===== src/rtl/ivt_pkg.sv =====
package ivt_pkg;
  localparam int ADDR_W     = 8;
  localparam int DATA_W     = 32;
  localparam int BIT_STRIDE = 4;

  localparam logic [ADDR_W-1:0] A_ID   = 8'h00;
  localparam logic [ADDR_W-1:0] A_CFG  = 8'h10;
  localparam logic [ADDR_W-1:0] A_MASK = 8'h14;
  localparam logic [ADDR_W-1:0] A_PEND = 8'h18;
  localparam logic [ADDR_W-1:0] A_ENAB = 8'h1C;
  localparam logic [3:0]        CH_BASE_NIB = 4'h2;

  typedef enum logic [1:0] {
    CH_CTRL   = 2'd0,
    CH_RELOAD = 2'd1,
    CH_COUNT  = 2'd2,
    CH_NONE   = 2'd3
  } ch_reg_e;

  localparam int CTRL_WIDTH_BIT = 0;
  localparam int CTRL_SRC_BIT   = 3;
endpackage


===== src/rtl/ivt_channel.sv =====
module ivt_channel #(
  parameter int CNT_W = 32
) (
  input  logic             clk_i,
  input  logic             rst_ni,
  input  logic             en_i,
  input  logic             load_i,
  input  logic [CNT_W-1:0] reload_i,
  output logic [CNT_W-1:0] cnt_o,
  output logic             expire_o
);
  logic [CNT_W-1:0] cnt_q;

  assign expire_o = en_i && (cnt_q == '0);
  assign cnt_o    = cnt_q;

  always_ff @(posedge clk_i or negedge rst_ni) begin
    if (!rst_ni)       cnt_q <= '0;
    else if (load_i)   cnt_q <= reload_i;
    else if (en_i) begin
      if (cnt_q == '0) cnt_q <= reload_i;
      else             cnt_q <= cnt_q - 1'b1;
    end
  end


  load_value_chk: assert property (@(posedge clk_i) disable iff (!rst_ni)
    load_i |=> cnt_q == $past(reload_i));

  hold_when_off_chk: assert property (@(posedge clk_i) disable iff (!rst_ni)
    (!en_i && !load_i) |=> $stable(cnt_q));

  wrap_reload_chk: assert property (@(posedge clk_i) disable iff (!rst_ni)
    (expire_o && !load_i) |=> cnt_q == $past(reload_i));
endmodule


===== src/rtl/ivt_status.sv =====
module ivt_status #(
  parameter int NUM_CH = 4
) (
  input  logic              clk_i,
  input  logic              rst_ni,
  input  logic [NUM_CH-1:0] set_i,
  input  logic [NUM_CH-1:0] clr_i,
  output logic [NUM_CH-1:0] pend_o
);
  logic [NUM_CH-1:0] pend_q;

  // expiry has priority over a same-cycle clear
  always_ff @(posedge clk_i or negedge rst_ni) begin
    if (!rst_ni) pend_q <= '0;
    else         pend_q <= (pend_q & ~clr_i) | set_i;
  end

  assign pend_o = pend_q;

  for (genvar n = 0; n < NUM_CH; n++) begin : g_chk

    set_wins_chk: assert property (@(posedge clk_i) disable iff (!rst_ni)
      set_i[n] |=> pend_q[n]);

    clear_chk: assert property (@(posedge clk_i) disable iff (!rst_ni)
      (clr_i[n] && !set_i[n]) |=> !pend_q[n]);
  end
endmodule


===== src/rtl/interval_timer_4ch.sv =====
module interval_timer_4ch
  import ivt_pkg::*;
#(
  parameter int          NUM_CH   = 4,
  parameter int          CNT_W    = 32,
  parameter logic [31:0] ID_VALUE = 32'h5449_0001
) (
  input  logic              clk_i,
  input  logic              rst_ni,
  input  logic [ADDR_W-1:0] addr_i,
  input  logic              wr_en_i,
  input  logic [DATA_W-1:0] wdata_i,
  output logic [DATA_W-1:0] rdata_o,
  output logic              irq_o
);
  localparam int LAST_BIT = BIT_STRIDE * (NUM_CH - 1);

  logic [NUM_CH-1:0] mask_q, enab_q, pend, expire, load, clr;
  logic [NUM_CH-1:0] ctrl_w_q, ctrl_s_q;
  logic [CNT_W-1:0]  reload_q [NUM_CH];
  logic [CNT_W-1:0]  cnt      [NUM_CH];
  logic [NUM_CH-1:0] ch_hit;
  logic [NUM_CH-1:0] wdata_bits;
  ch_reg_e           ch_reg;
  logic              wr_mask, wr_pend, wr_enab;
  logic              unused_wdata;

  assign unused_wdata = ^wdata_i;
  assign ch_reg  = ch_reg_e'(addr_i[3:2]);
  assign wr_mask = wr_en_i && (addr_i == A_MASK);
  assign wr_pend = wr_en_i && (addr_i == A_PEND);
  assign wr_enab = wr_en_i && (addr_i == A_ENAB);

  always_comb begin
    for (int n = 0; n < NUM_CH; n++) begin
      wdata_bits[n] = wdata_i[BIT_STRIDE*n];
      ch_hit[n]     = (addr_i[7:4] == CH_BASE_NIB + 4'(n)) && (addr_i[1:0] == 2'b00);
      load[n]       = wr_enab && wdata_bits[n] && !enab_q[n];
      clr[n]        = wr_pend && wdata_bits[n];
    end
  end

  always_ff @(posedge clk_i or negedge rst_ni) begin
    if (!rst_ni) begin
      mask_q   <= '0;
      enab_q   <= '0;
      ctrl_w_q <= '0;
      ctrl_s_q <= '0;
      for (int n = 0; n < NUM_CH; n++) reload_q[n] <= '0;
    end else if (wr_en_i) begin
      if (wr_mask) mask_q <= wdata_bits;
      if (wr_enab) enab_q <= wdata_bits;
      for (int n = 0; n < NUM_CH; n++) begin
        if (ch_hit[n] && ch_reg == CH_CTRL) begin
          ctrl_w_q[n] <= wdata_i[CTRL_WIDTH_BIT];
          ctrl_s_q[n] <= wdata_i[CTRL_SRC_BIT];
        end
        if (ch_hit[n] && ch_reg == CH_RELOAD) reload_q[n] <= wdata_i[CNT_W-1:0];
      end
    end
  end

  for (genvar n = 0; n < NUM_CH; n++) begin : g_ch
    ivt_channel #(.CNT_W(CNT_W)) i_ch (
      .clk_i    (clk_i),
      .rst_ni   (rst_ni),
      .en_i     (enab_q[n]),
      .load_i   (load[n]),
      .reload_i (reload_q[n]),
      .cnt_o    (cnt[n]),
      .expire_o (expire[n])
    );
  end

  ivt_status #(.NUM_CH(NUM_CH)) i_status (
    .clk_i  (clk_i),
    .rst_ni (rst_ni),
    .set_i  (expire),
    .clr_i  (clr),
    .pend_o (pend)
  );

  always_comb begin
    rdata_o = '0;
    unique case (addr_i)
      A_ID:    rdata_o = ID_VALUE;
      A_CFG:   rdata_o = DATA_W'(NUM_CH);
      A_MASK:  for (int n = 0; n < NUM_CH; n++) rdata_o[BIT_STRIDE*n] = mask_q[n];
      A_PEND:  for (int n = 0; n < NUM_CH; n++) rdata_o[BIT_STRIDE*n] = pend[n];
      A_ENAB:  for (int n = 0; n < NUM_CH; n++) rdata_o[BIT_STRIDE*n] = enab_q[n];
      default: begin
        for (int n = 0; n < NUM_CH; n++) begin
          if (ch_hit[n]) begin
            case (ch_reg)
              CH_CTRL: begin
                rdata_o[CTRL_WIDTH_BIT] = ctrl_w_q[n];
                rdata_o[CTRL_SRC_BIT]   = ctrl_s_q[n];
              end
              CH_RELOAD: rdata_o[CNT_W-1:0] = reload_q[n];
              CH_COUNT:  rdata_o[CNT_W-1:0] = cnt[n];
              default:   rdata_o = '0;
            endcase
          end
        end
      end
    endcase
  end

  assign irq_o = |(pend & mask_q);

  initial assert (LAST_BIT < DATA_W);


  irq_cause_chk: assert property (@(posedge clk_i) disable iff (!rst_ni)
    $rose(irq_o) |-> ($past(wr_en_i) || $past(|expire)));
endmodule


===== config.mk =====
export PLATFORM = sky130hd
export DESIGN_NAME = interval_timer_4ch
export DESIGN_NICKNAME = d
export VERILOG_FILES = /design/src/rtl/ivt_pkg.sv /design/src/rtl/ivt_channel.sv /design/src/rtl/ivt_status.sv /design/src/rtl/interval_timer_4ch.sv
export SDC_FILE = /design/constraint.sdc
export NUM_CORES = 1
export LEC_CHECK = 0
export BUFFER_PORTS_ARGS = -buffer_cell sky130_fd_sc_hd__buf_4
export CAP_MARGIN = 20
export CELL_PAD_IN_SITES_DETAIL_PLACEMENT = 1
export CELL_PAD_IN_SITES_GLOBAL_PLACEMENT = 2
export CORE_MARGIN = 2
export CORE_UTILIZATION = 30
export DETAILED_ROUTE_END_ITERATION = 12
export GPL_ROUTABILITY_DRIVEN = 1
export PLACE_DENSITY_LB_ADDON = 0.1
export SLEW_MARGIN = 10
export SYNTH_ARGS = -nofsm -noshare
export SYNTH_HDL_FRONTEND = slang
export SYNTH_SLANG_ARGS = --single-unit

===== constraint.sdc =====
create_clock -name clk_i -period 3.9 [get_ports clk_i]
set_clock_uncertainty 0.15 [all_clocks]
set_input_delay 0.195 -clock clk_i [delete_from_list [all_inputs] [get_ports clk_i]]
set_output_delay 0.195 -clock clk_i [all_outputs]
set_load 0.05 [all_outputs]

-- Word-level counts from Yosys, hierarchy flattened
Index checks and enable logic that the tools add are counted.
- input bits: 43
- register bits: 276
- memories: 0
- RAM bits: 0
- memory bits (read-only): 0
- logic and storage cells: 139
- output and inout port bits: 33
- bits in latches: 0
- reductions and logical operators: 61
- add/subtract/negate cells: 4
- multiplexer cells: 41
- equal/unequal tests: 10
- bitwise operators: 4
- div/mod/pow operators: 0
- shift operators: 0
- multipliers: 0
- order comparisons: 0
- operators with widths (operator ; count):
    $mux W32 ; 17
    $pmux W28 S3 ; 3
    $logic_not A32 Y1 ; 4
    $sub A32 B1 Y32 const B ; 4
    $pmux W28 S2 ; 1
    $pmux W19 S2 ; 1
    $eq A8 B5 Y1 const B ; 4
    $logic_and A1 B1 Y1 ; 31
    $pmux W1 S3 ; 8
    $reduce_and A2 Y1 ; 10
    $pmux W2 S3 ; 3
    $pmux W1 S4 ; 3
    $reduce_or A4 Y1 ; 3
    $and A4 B4 Y4 ; 2
    $eq A4 B2 Y1 const B ; 2
    $eq A4 B3 Y1 const B ; 2
    $logic_not A8 Y1 ; 1
    $reduce_bool A2 Y1 ; 4
    $mux W3 ; 2
    $pmux W3 S2 ; 1
    $pmux W1 S5 ; 1
    $reduce_or A5 Y1 ; 1
    $logic_not A1 Y1 ; 4
    $logic_not A2 Y1 ; 2
    other kinds (6) ; 6

-- Longest topological paths before layout
- word-level depth: 11
- mapped depth: 11
- gate-level depth less buffers: 8

-- By module
From an unflattened synthesis, not the netlist that was laid out.
- cells, all modules: 1780
- area, all modules: 17630.7 um2
- modules (own cells, without submodules) (module ; area an instance (um2) ; cells an instance ; times used ; seq. area each (um2)):
    interval_timer_4ch ; 8181.6 ; 698 ; 1 ; 3603.5
    ivt_channel (g_ch[0].i_ch ...) ; 2357.3 ; 269 ; 3 ; 800.8
    ivt_channel (g_ch[3].i_ch) ; 2232.1 ; 263 ; 1 ; 800.8
    ivt_status ; 145.1 ; 12 ; 1 ; 100.1

-- Worst setup path before layout
No wires, ideal clock.
- path type: input to output
- from: in addr_i[3]
- to: out rdata_o[0]
- slack: 1025 ps
- arrival time: 2530 ps
- stages: 10
- required time: 3555 ps
- buffers on the path: 2
- path through: inv_1 -> ha_1 -> clkbuf_1 -> buf_1 -> a22oi_1 -> a21oi_1 -> a21oi_1 -> nor3b_1 -> a21oi_1 -> o21ai_0
- cells in the longest elaborated chain, start to end: 8
- elaborated cells between the ends (all ways): 18
- those cells by class: 6 x eq/ne; 10 x mux; 2 x reduce/logical
- ends and longest elaborated chain (element ; RTL line ; source):
    from (decl) ; interval_timer_4ch.sv:10 ; input logic [ADDR_W-1:0] addr_i,
    $eq A2 B2 Y1 (tied with other cells) ; interval_timer_4ch.sv:94 ; case (ch_reg)
    $pmux W1 S3 ; interval_timer_4ch.sv:94 ;
    $mux W32 ; interval_timer_4ch.sv:93 ; if (ch_hit[n]) begin
    $mux W32 ; interval_timer_4ch.sv:85 ; unique case (addr_i)
    $mux W32 (3 in a row) ; interval_timer_4ch.sv:93 ;
    $pmux W1 S5 * ; interval_timer_4ch.sv:85 ;
    to (decl) ; interval_timer_4ch.sv:13 ; output logic [DATA_W-1:0] rdata_o,
Every way passes the cells marked *; elsewhere a longest branch is shown, timed or not. The select of a mux whose other input is x is not followed.

-- Worst setup path in the final report
- from: in addr_i[7]
- to: out rdata_o[22]
- cells in the longest elaborated chain, start to end: 11
- elaborated cells between the ends (all ways): 23
- those cells by class: 8 x eq/ne; 9 x mux; 6 x reduce/logical
- ends and longest elaborated chain (element ; RTL line ; source):
    $eq A4 B2 Y1 ; interval_timer_4ch.sv:37 ; ch_hit[n] = (addr_i[7:4] == CH_BASE_NIB + 4'(n)) && (addr_i[1:0] == 2'b00);
    $logic_and A1 B1 Y1 ; interval_timer_4ch.sv:37 ;
    $mux W32 ; interval_timer_4ch.sv:93 ;
    $mux W32 ; interval_timer_4ch.sv:85 ;
    $pmux W28 S3 ; interval_timer_4ch.sv:94 ;
    $mux W32 ; interval_timer_4ch.sv:93 ;
    $pmux W28 S3 ; interval_timer_4ch.sv:94 ;
    $mux W32 ; interval_timer_4ch.sv:93 ;
    $pmux W28 S3 ; interval_timer_4ch.sv:94 ;
    $mux W32 ; interval_timer_4ch.sv:93 ;
    $pmux W19 S2 * ; interval_timer_4ch.sv:85 ;
Marked as above.

==> results.json <==
{
  "fill_cells": 6148,
  "p_leak_nw": 8.164,
  "worst_path_most_repeated_cell": "buf_4",
  "synth_xor_area_share_pct": 0.1600,
  "powerDensity_nw_per_um2": 450.3,
  "io_buffer_count": 75,
  "synth_top_family_by_area": "compound AO/OA/AOI/OAI gates",
  "cp_top_family": "simple AND/OR/NAND/NOR gates",
  "synthArstFlopShare_pct": 100.0,
  "yosysTopAreaCell": "dfrtp_1",
  "synth_top_area_share_pct": 42.05,
  "synth-simple-area-share_pct": 17.07,
  "fin_crit_ns": 3.318,
  "power.switching_mw": 2.877,
  "place.gp.congestion": 0.8727,
  "antenna_found_initial": 11,
  "grt_max_degree": 75,
  "root_buffer": "clkbuf_16",
  "areaGrowthSynthToFinish_pct": 18.73,
  "ys_top_cells_by_area": "dfrtp_1, mux2_2, a22oi_1, a21oi_1, o21ai_0",
  "worstSetupStartpointType": "input pin",
  "p_sw_share_pct": 32.76,
  "critPathArrivalTime_ns": 2.97,
  "path_clk_slew_ns": 0.05,
  "dr.pass1.iters": 5,
  "busiest_layer": "met2",
  "slew_viol_final": 0,
  "synth_edf_count": 0,
  "drc": 0,
  "p_int_mw": 5.905,
  "path_class": "in2out",
  "wl_per_cell_um": 29.71,
  "status": "finished, final reports clean",
  "crit_slowest_cell": "o22ai_1",
  "via_per_inst": 6.064,
  "syn_area_sq_um": 16420,
  "synth_nets": 1857,
  "vdd_drop_max_uv": 283.2,
  "ys_warn_count": 0,
  "dp_hpwl_mm": 54.49,
  "muxShareOfSynthArea_pct": 9.576,
  "clkPwrFrac_pct": 39.7,
  "die-area_sq_um": 56640,
  "path_cells": "buf_4 -> nor3_1 -> nand2_1 -> nor3_1 -> nand2b_1 -> buf_4 -> o22ai_1 -> or3_1 -> buf_4",
  "io_pins": 76,
  "cts_resized": 0,
  "post-synth-top-count-cell": "dfrtp_1",
  "layout-drive-gt1-share_pct": 20.08,
  "fmax_mhz": 301.4,
  "cp.buffers_inverters": 3,
  "clock_latency_ns": 0.57,
  "maxCapViolations": 0,
  "cts_tree": "done",
  "ys_top_cells_by_count": "dfrtp_1, a21oi_1, mux2_2",
  "cts_buffers": 38,
  "setup_tns_ns": 0,
  "ys.flop_type": "dfrtp_1",
  "grt_overflow_total": 0,
  "synthCells": 1804,
  "whs_ns": 0.07476,
  "syn_area_per_cell_sq_um": 9.104,
  "fp-row-count": 85,
  "wl_mm": 76.95,
  "rsz0062_at_grt": "no",
  "grt_pass1_wl_mm": 112.6,
  "clock_path_buffers": 3,
  "yosysUniqueCellTypes": 73,
  "clkSinkCount": 276,
  "initial_core_util_pct": 30.40,
  "ys_ff_latch": 276,
  "crit_fanout": 30,
  "grt_usage_pct": 27.15,
  "gr-usage-met2_pct": 42.62,
  "num_vias": 15710,
  "met3_usage_pct": 4.442,
  "hold_viol_final": 0,
  "setup_viol": 0,
  "nNetsFinal": 1919,
  "grtUsageMet1_pct": 36.94,
  "fin_crit_sh_pct": 85.08,
  "p_seq_share_pct": 41.6,
  "hold_class": "in2async",
  "max_stage_delay_ns": 0.75,
  "ys_seq_area_share_pct": 42.05,
  "synth_fa_ha_area_share_pct": 0.7618,
  "worstSetupEndpointType": "output pin",
  "first_iter_violations": 1166,
  "fp.dieW_um": 238.0,
  "postRouteAntennaNets": 0,
  "cp_data_required_time_ns": 3.56,
  "synth_compound_area_share_pct": 25.87,
  "first_global_vias": 15740,
  "max-slew-margin-rel_pct": 37.50,
  "power_frac_comb_pct": 18.6,
  "die_h_um": 238.0,
  "h-tree-depth": 2,
  "worst_pin_slew_ns": 0.9375,
  "core_area_sq_um": 54030
}
repair_timing:
item	4_1_cts	5_1_grt
buffers inserted	0	0
hold buffers	34	0
hold endpoints to repair	208	0
per-stage QoR:
stage          power (mW)  instances  utilization [%]  instance area, sq um  setup WS (ns)
2_1_floorplan       4.544       1804                -                 16420          1.025
3_3_place_gp        5.263       2487            33.16                 17920         0.7220
3_5_place_dp        5.302       2488            33.19                 17930         0.7292
4_1_cts             8.872       2583            36.06                 19480         0.7114
5_1_grt             9.211       2586            36.08                 19490         0.4175
6_report            8.782       2590            36.10                 19500         0.5821
sequential cells by signal, indices dropped and copies added (netlist names):
signal           cells
mask_q               4
ctrl_s_q             4
ctrl_w_q             4
reload_q           128
i_status.pend_o      4
g_ch.i_ch.cnt_o    128
enab_q               4
layout by cell type (no fill, tap or decap), types with 66 or more instances in the layout:
cell type  netlist  layout
dfrtp_1        276     276
o21ai_0        118     118
nor2_1         106     104
nand3_1         68      66
a21oi_1        144     141
nand2_1        102     102
mux2_2         137     137
buf_4            0     134
o22ai_1         70      70
a22oi_1        134     134
cell families after synthesis:
group           count (synthesis)
mux                           140
flops                         276
xor+xnor                        3
simple gates                  543
buf+inv                       182
fa+ha+maj                      10
compound gates                650
path summary, 6_finish.rpt:
kind | start | endpoint | slack [ns] | cells past startpoint
worst max register to register | g_ch[2].i_ch.cnt_o[4] | g_ch[2].i_ch.cnt_o[22] | 0.67 | 7
worst max-delay path | addr_i[7] | rdata_o[22] | 0.58 | 9
max in group asynchronous | rst_ni | g_ch[3].i_ch.cnt_o[13] | 2.47 | 3
worst min register to register | ctrl_w_q[1] | ctrl_w_q[1] | 0.34 | 2
worst min-delay path | rst_ni | g_ch[2].i_ch.cnt_o[5] | 0.07 | 2
min in group clk_i | addr_i[0] | enab_q[2] | 0.10 | 6
area by class of cell:
cell class	instances	area, sq um	share of cell area, %
Sequential cell	276	6907	35.42
Clock buffer	57	1166	5.980
Inverter	26	97.59	0.5004
Timing Repair Buffer	178	1536	7.879
Multi-Input combinational cell	1346	8861	45.44
Clock inverter	4	45.04	0.2310
Tap cell	696	870.8	4.466
Antenna cell	7	17.52	0.08982
power groups by stage:
stage | sequential, mW | combinational [mW] | clock [mW]
after global routing | 3.71 | 1.82 | 3.68
after global placement | 3.68 | 1.59 | 0
after detailed placement | 3.69 | 1.61 | 0
final | 3.65 | 1.64 | 3.49
after floorplan | 3.46 | 1.08 | 0
after CTS | 3.64 | 1.65 | 3.58
routing by layer:
layer,vias to the layer above,routed length (um)
met2,429,34780
met4,6,3121
li1,7054,-
met5,-,174
met1,8080,34060
met3,137,4810
(Power assumes the default switching activity.)
